### src/rtl/dual_src_timer.sv
module dual_src_timer #(
  parameter int W = 16
) (
  input  logic         clk,
  input  logic         rst_n,
  input  logic         tmr_tick,
  input  logic         per_tick,
  input  logic         ext_pin0,
  input  logic         ext_pin1,
  input  logic         instr_req,
  input  logic         rom_req,
  input  logic [1:0]   rom_bytes,
  input  logic         wr_en,
  input  logic         wr_addr,
  input  logic [7:0]   wr_data,
  output logic [7:0]   ctl_q,
  output logic [W-1:0] tmr0_q,
  output logic [W-1:0] tmr1_q,
  output logic         ovf0_q,
  output logic         ovf1_q
);

  logic [2:0]   sync0, sync1;
  logic [W-1:0] inc0, inc1;
  logic [W:0]   sum0, sum1;

  wire edge0  = sync0[1] & ~sync0[2];
  wire edge1  = sync1[1] & ~sync1[2];
  wire ctl_we = wr_en & ~wr_addr;
  wire clr_we = wr_en & wr_addr;

  always_comb begin
    case (ctl_q[5:4])
      2'b00:   inc0 = W'(tmr_tick);
      2'b01:   inc0 = W'(edge0);
      2'b10:   inc0 = W'(instr_req);
      default: inc0 = W'(per_tick);
    endcase
    case (ctl_q[7:6])
      2'b00:   inc1 = W'(tmr_tick);
      2'b01:   inc1 = W'(edge1);
      2'b10:   inc1 = rom_req ? W'(rom_bytes) : '0;
      default: inc1 = W'(per_tick);
    endcase
  end

  assign sum0 = {1'b0, tmr0_q} + {1'b0, inc0};
  assign sum1 = {1'b0, tmr1_q} + {1'b0, inc1};

  always_ff @(posedge clk or negedge rst_n) begin
    if (!rst_n) begin
      sync0  <= '0;
      sync1  <= '0;
      ctl_q  <= '0;
      tmr0_q <= '0;
      tmr1_q <= '0;
      ovf0_q <= 1'b0;
      ovf1_q <= 1'b0;
    end else begin
      sync0  <= {sync0[1:0], ext_pin0};
      sync1  <= {sync1[1:0], ext_pin1};
      tmr0_q <= sum0[W-1:0];
      tmr1_q <= sum1[W-1:0];
      ovf0_q <= sum0[W] | (ovf0_q & ~(clr_we & wr_data[0]));
      ovf1_q <= sum1[W] | (ovf1_q & ~(clr_we & wr_data[1]));
      if (ctl_we) ctl_q <= wr_data;
    end
  end

endmodule


### config.mk
export PLATFORM = sky130hd
export DESIGN_NAME = dual_src_timer
export DESIGN_NICKNAME = d
export VERILOG_FILES = /design/src/rtl/dual_src_timer.sv
export SDC_FILE = /design/constraint.sdc
export NUM_CORES = 1
export LEC_CHECK = 0
export ABC_AREA = 1
export CAP_MARGIN = 20
export CORE_ASPECT_RATIO = 0.6
export CORE_MARGIN = 5
export CORE_UTILIZATION = 53
export CTS_BUF_LIST = sky130_fd_sc_hd__clkbuf_4
export DETAILED_ROUTE_END_ITERATION = 10
export PLACE_DENSITY = 0.87
export SYNTH_ARGS = -nofsm -noshare
export SYNTH_HDL_FRONTEND = slang
export SYNTH_SLANG_ARGS = --single-unit
export TNS_END_PERCENT = 1
### constraint.sdc
create_clock -name clk -period 3.7 [get_ports clk]
set_clock_uncertainty 0.05 [all_clocks]
set_input_delay 0.37 -clock clk [delete_from_list [all_inputs] [get_ports clk]]
set_output_delay 0.37 -clock clk [all_outputs]
set_load 0.05 [all_outputs]
=== After elaboration in Yosys (flattened, before gate mapping) ===
Index checks and enable logic that the tools add are counted.

* Add/sub/neg operators: 2
* Eq/ne operators: 4
* Muxes and demuxes: 3
* Bitwise logic cells: 15
* Reduce and logical (&&, ||, !) cells: 2

{| class="wikitable"
|+ Operator list
! kind !! count
|-
| adder 16 x 16 -> 17 bit || 2
|-
| AND 1 bit || 8
|-
| one-hot mux 2 bit (3 select lines) || 1
|-
| inverter 1 bit || 5
|-
| == test 2 x 1 -> 1 bit, second input constant || 2
|-
| == test 2 bit, second input constant || 2
|-
| zero test 2 bit || 2
|-
| one-hot mux 1 bit (3 select lines) || 1
|-
| 2-to-1 mux 2 bit || 1
|-
| OR 1 bit || 2
|}

* Flip-flop bits (word level): 48
* Output and inout bits: 42

=== Logic depth before layout (Yosys ltp) ===
* Word-level depth: 5
* Depth in mapped cells: 14
* Depth with buffers taken out: 14

=== Worst setup path before layout ===
OpenSTA, ideal clock, no wires.

* Path kind: register -> register
* From: register ctl_q[7]
* To: register tmr1_q[14]
* Library setup time: 120 ps
* Arrival: 2191 ps
* Data required time: 3530 ps
* Path slack: 1339 ps
* Stages on the path, launching flop included: 14
* Buffers on the path: 0
* Period minus slack after synthesis: 2361 ps
* Path through: dfrtp_1 > inv_1 > nand2_1 > o21ai_0 > a21oi_1 > ha_1 > inv_1 > fa_1 > inv_1 > nand3_2 > nor2_4 > nand3_1 > nand2_1 > nand2_1

* Cells in the longest elaborated chain, start to end: 3

{| class="wikitable"
|+ Ends and longest elaborated chain
! element !! line !! RTL
|-
| start, declared || 16 || <nowiki>output logic [7:0] ctl_q,</nowiki>
|-
| start signal, assigned || 66 || <nowiki>if (ctl_we) ctl_q <= wr_data;</nowiki>
|-
| == test 2 bit (tied with other cells) || 39 || <nowiki>case (ctl_q[7:6])</nowiki>
|-
| one-hot mux 2 bit (3 select lines) * || 39 ||
|-
| adder 16 x 16 -> 17 bit * || 48 || <nowiki>assign sum1 = {1'b0, tmr1_q} + {1'b0, inc1};</nowiki>
|-
| named net sum1[14] || 25 || <nowiki>logic [W:0] sum0, sum1;</nowiki>
|-
| end signal, assigned || 63 || <nowiki>tmr1_q <= sum1[W-1:0];</nowiki>
|-
| end, declared || 18 || <nowiki>output logic [W-1:0] tmr1_q,</nowiki>
|}

The timed path passes the listed nets; every way through them passes the cells marked *.
A chain may end at the register's enable or synchronous reset.

=== Worst setup path in the final report ===
Ends and elaborated chain as after synthesis.

==> summary.txt <==
# nets final: 340
Share of layout cells above drive strength 1: 0.0921
Mux contribution to synthesized area: 0.0152
GP Congestion: 0.910
Max Fclk: 441 MHz
Vias in the first global route: 1696
CP Data Arrival Time: 2.48 ns
Worst slew margin: 0.647
Sink Count: 48
Fin cells: 375
Wire length of the first global-routing pass: 8.28 mm
Share of the synthesized area in the top cell type: 0.539
Main flop type after synthesis: dfrtp_1
Period utilization: 0.613
Synth top cells by count: 66 x nand2_1, 48 x dfrtp_1, 27 x inv_1
Clock tree buffer depth: 2
Filler Cell Count: 313
Seq pwr share: 0.405
Combinational family with the most area after synthesis: simple AND/OR/NAND/NOR gates
Port Buffers: 61
Worst skew pair latency: 0.35 ns
Mean Syn Cell Area: 9.06 sq um
Critical Path Most Common Cell: nand2_1
Sequential fraction of the synthesis area: 0.539
Total number of yosys warnings: 0
Syn Nets: 271
Placed cells: 366
Root buffer cell: clkbuf_4
Congestion Overflow GR: 0
Die width: 93.7 um
Post-synthesis adder-cell area fraction: 0.0314
H-Tree Depth: 2
Post-CTS sizing: 0
Crit-path max cell delay: 0.44 ns
First drt pass iteration count: 4
Maximum VDD drop: 0.000292 V
Comb power frac: 0.389
Final core occ: 0.744
Number of flops mapped to enable cells by yosys: 0
Vias: 1832
Startpoint Class: register
Critical-path top delay cell: dfrtp_1
Internal Power: 1.05 mW
Number of synthesized register bits: 48
Die ar.: 0.00565 sq mm
Iter 0 DRT Violations: 85
Fin. max-slew vios: 0
PwrDens: 578 mW/mm^2
RSZ-0062 raised after global routing: false
Simple-gate share of the synthesized area: 0.264
Worst-margin pin slew: 0.527 ns
Synth area leader: dfrtp_1
Antenna violations before repair: 0
Mapped Cells: 246
Core area: 0.00408 sq mm
I/O pin total: 62
TNS Setup: 0 ns
Clock power frac: 0.206
HP Class: register to register
Top-count cell post-synth: nand2_1
CP Cell Sequence: inv_1 > nand2_1 > nand2_1 > o21ai_0 > a21oi_1 > ha_1 > inv_1 > fa_1 > inv_1 > nand3_2 > nor2_4 > nand3_1 > nand2_1 > nand2_1
WL per Instance: 13.6 um
Initial Utilization: 0.547
Post-route DRC violation count: 0
Via-to-Cell Ratio: 4.89
Async set or reset register ratio after synthesis: 1.00
Xor and xnor fraction of the mapped netlist area: 0.0589
Die Height: 60.2 um
Detailed Place HPWL: 4.06 mm
Crit path max fanout: 5
Sw frac: 0.399
Num rows: 18
Post-Route WL: 5.11 mm
Total chip power: 1.75 mW
Antenna Cells: 0
Endpoints failing setup: 0
Leak Pwr: 1.32 nW
Mapped Area: 0.00223 sq mm
Compound-cell area share of the yosys netlist: 0.0421
TritonCTS clock tree: done
P&R area growth vs syn: 36.0%
GRT Util Overall: 0.194
Status: completed
Sw power: 699 uW
Crit Path Class: register to register
Max-cap violations: 0
Detail Route Antenna Nets: 0
Clk slew on worst S/H paths: 0.13 ns
Crit. End Element: register
Ranking of synthesized cells by area: dfrtp_1 54%, nand2_1 11%, inv_1 4.5%, nor2_1 4.2%, xnor2_1 3.9%
CP required: 3.91 ns
CP delay by family, top: simple AND/OR/NAND/NOR gates
WP buf/inv: 3
Final hold violations: 0
Largest net degree at the start of global routing: 49
Crit path time final: 2.27 ns
Post-synthesis cell type count: 23
CTS Buf Count: 5
## metal layers
layer	wire (um)	track usage	up-vias
met1	2480	0.278	863
met4	7	0.0412	0
met3	352	0.0629	2
met2	2270	0.291	51
met5	0	0	-
li1	-	-	916
## kinds of logic (layout without fill, tap and decap cells)
kind of cell / Yosys count / count (layout)
simple gates: 128 / 128
flops: 48 / 48
buf+inv: 29 / 98
compound gates: 18 / 18
xor+xnor: 15 / 15
fa+ha+maj: 5 / 5
mux: 3 / 3
## worst reg2reg max path, delay by kind of cell (launching register included)
kind,cells,cell delay (ns)
simple gates,7,0.62
fa+ha+maj,2,0.58
compound gates,2,0.22
buf+inv,3,0.26
flops,1,0.44
## worst paths after layout
path / slack (ns) / cells past startpoint / to / startpoint
worst min-delay path: 0.30 / 0 / sync1[1] / sync1[0]
worst min register to register: 0.30 / 0 / sync1[1] / sync1[0]
max in group asynchronous: 2.79 / 3 / tmr1_q[8] / rst_n
min in group asynchronous: 0.36 / 2 / tmr1_q[15] / rst_n
worst max-delay path: 1.43 / 14 / tmr1_q[14] / ctl_q[7]
worst max register to register: 1.43 / 14 / tmr1_q[14] / ctl_q[7]
## flip-flops by register name, indices dropped and copies added (netlist names)
signal  cells
ctl_q       8
sync0       3
tmr0_q     16
ovf1_q      1
sync1       3
tmr1_q     16
ovf0_q      1
## metrics by stage
step                setup WS, ns  area, sq um  hold slack [ns]
global route                1.22         3030            0.308
detailed placement          1.12         2910            0.286
floorplan                   1.34         2230           0.0244
global placement            1.23         2910            0.282
finish                      1.43         3030            0.302
CTS                         1.44         3000            0.164
## layout by cell type, fill, tap and decap left out, drive strengths merged
master | netlist | routed
nand2 | 72 | 72
clkdlybuf4s50 | 0 | 60
dfrtp | 48 | 48
nor2 | 31 | 31
inv | 28 | 28
nand3 | 12 | 12
o21ai | 11 | 11
nand4 | 10 | 10
xnor2 | 10 | 10
a21oi | 7 | 7
xor2 | 5 | 5
clkbuf | 0 | 5
ha | 4 | 4
mux2 | 3 | 3
nand3b | 2 | 2
bufinv | 0 | 2
buf | 1 | 2
nor3 | 1 | 1
fa | 1 | 1
dlygate4sd3 | 0 | 1
## final cells by class
class | instances | area (sq um) | area share
clock buffers | 5 | 37.5 | 0.0124
inverters | 28 | 105 | 0.0347
clock inverters | 2 | 60.1 | 0.0198
repair buffers | 63 | 636 | 0.210
multi-input cells | 169 | 918 | 0.303
flip-flops and latches | 48 | 1200 | 0.396
well taps | 60 | 75.1 | 0.0248
## power by group through the flow
stage / clock (mW) / sequential (mW) / combinational [mW]
2_1_floorplan: 0 / 0.992 / 0.157
3_3_place_gp: 0 / 0.716 / 0.671
3_5_place_dp: 0 / 0.720 / 0.684
4_1_cts: 0.369 / 0.709 / 0.685
5_1_grt: 0.394 / 0.726 / 0.723
6_report: 0.361 / 0.710 / 0.681
## timing repair
action / in CTS / in global routing
hold buffers: 0 / 1
endpoints found under the hold margin: 0 / 7
buffers inserted: 0 / 0
endpoints found under the setup margin: 0 / 0
Note: power is estimated with default switching activity, not from simulation.
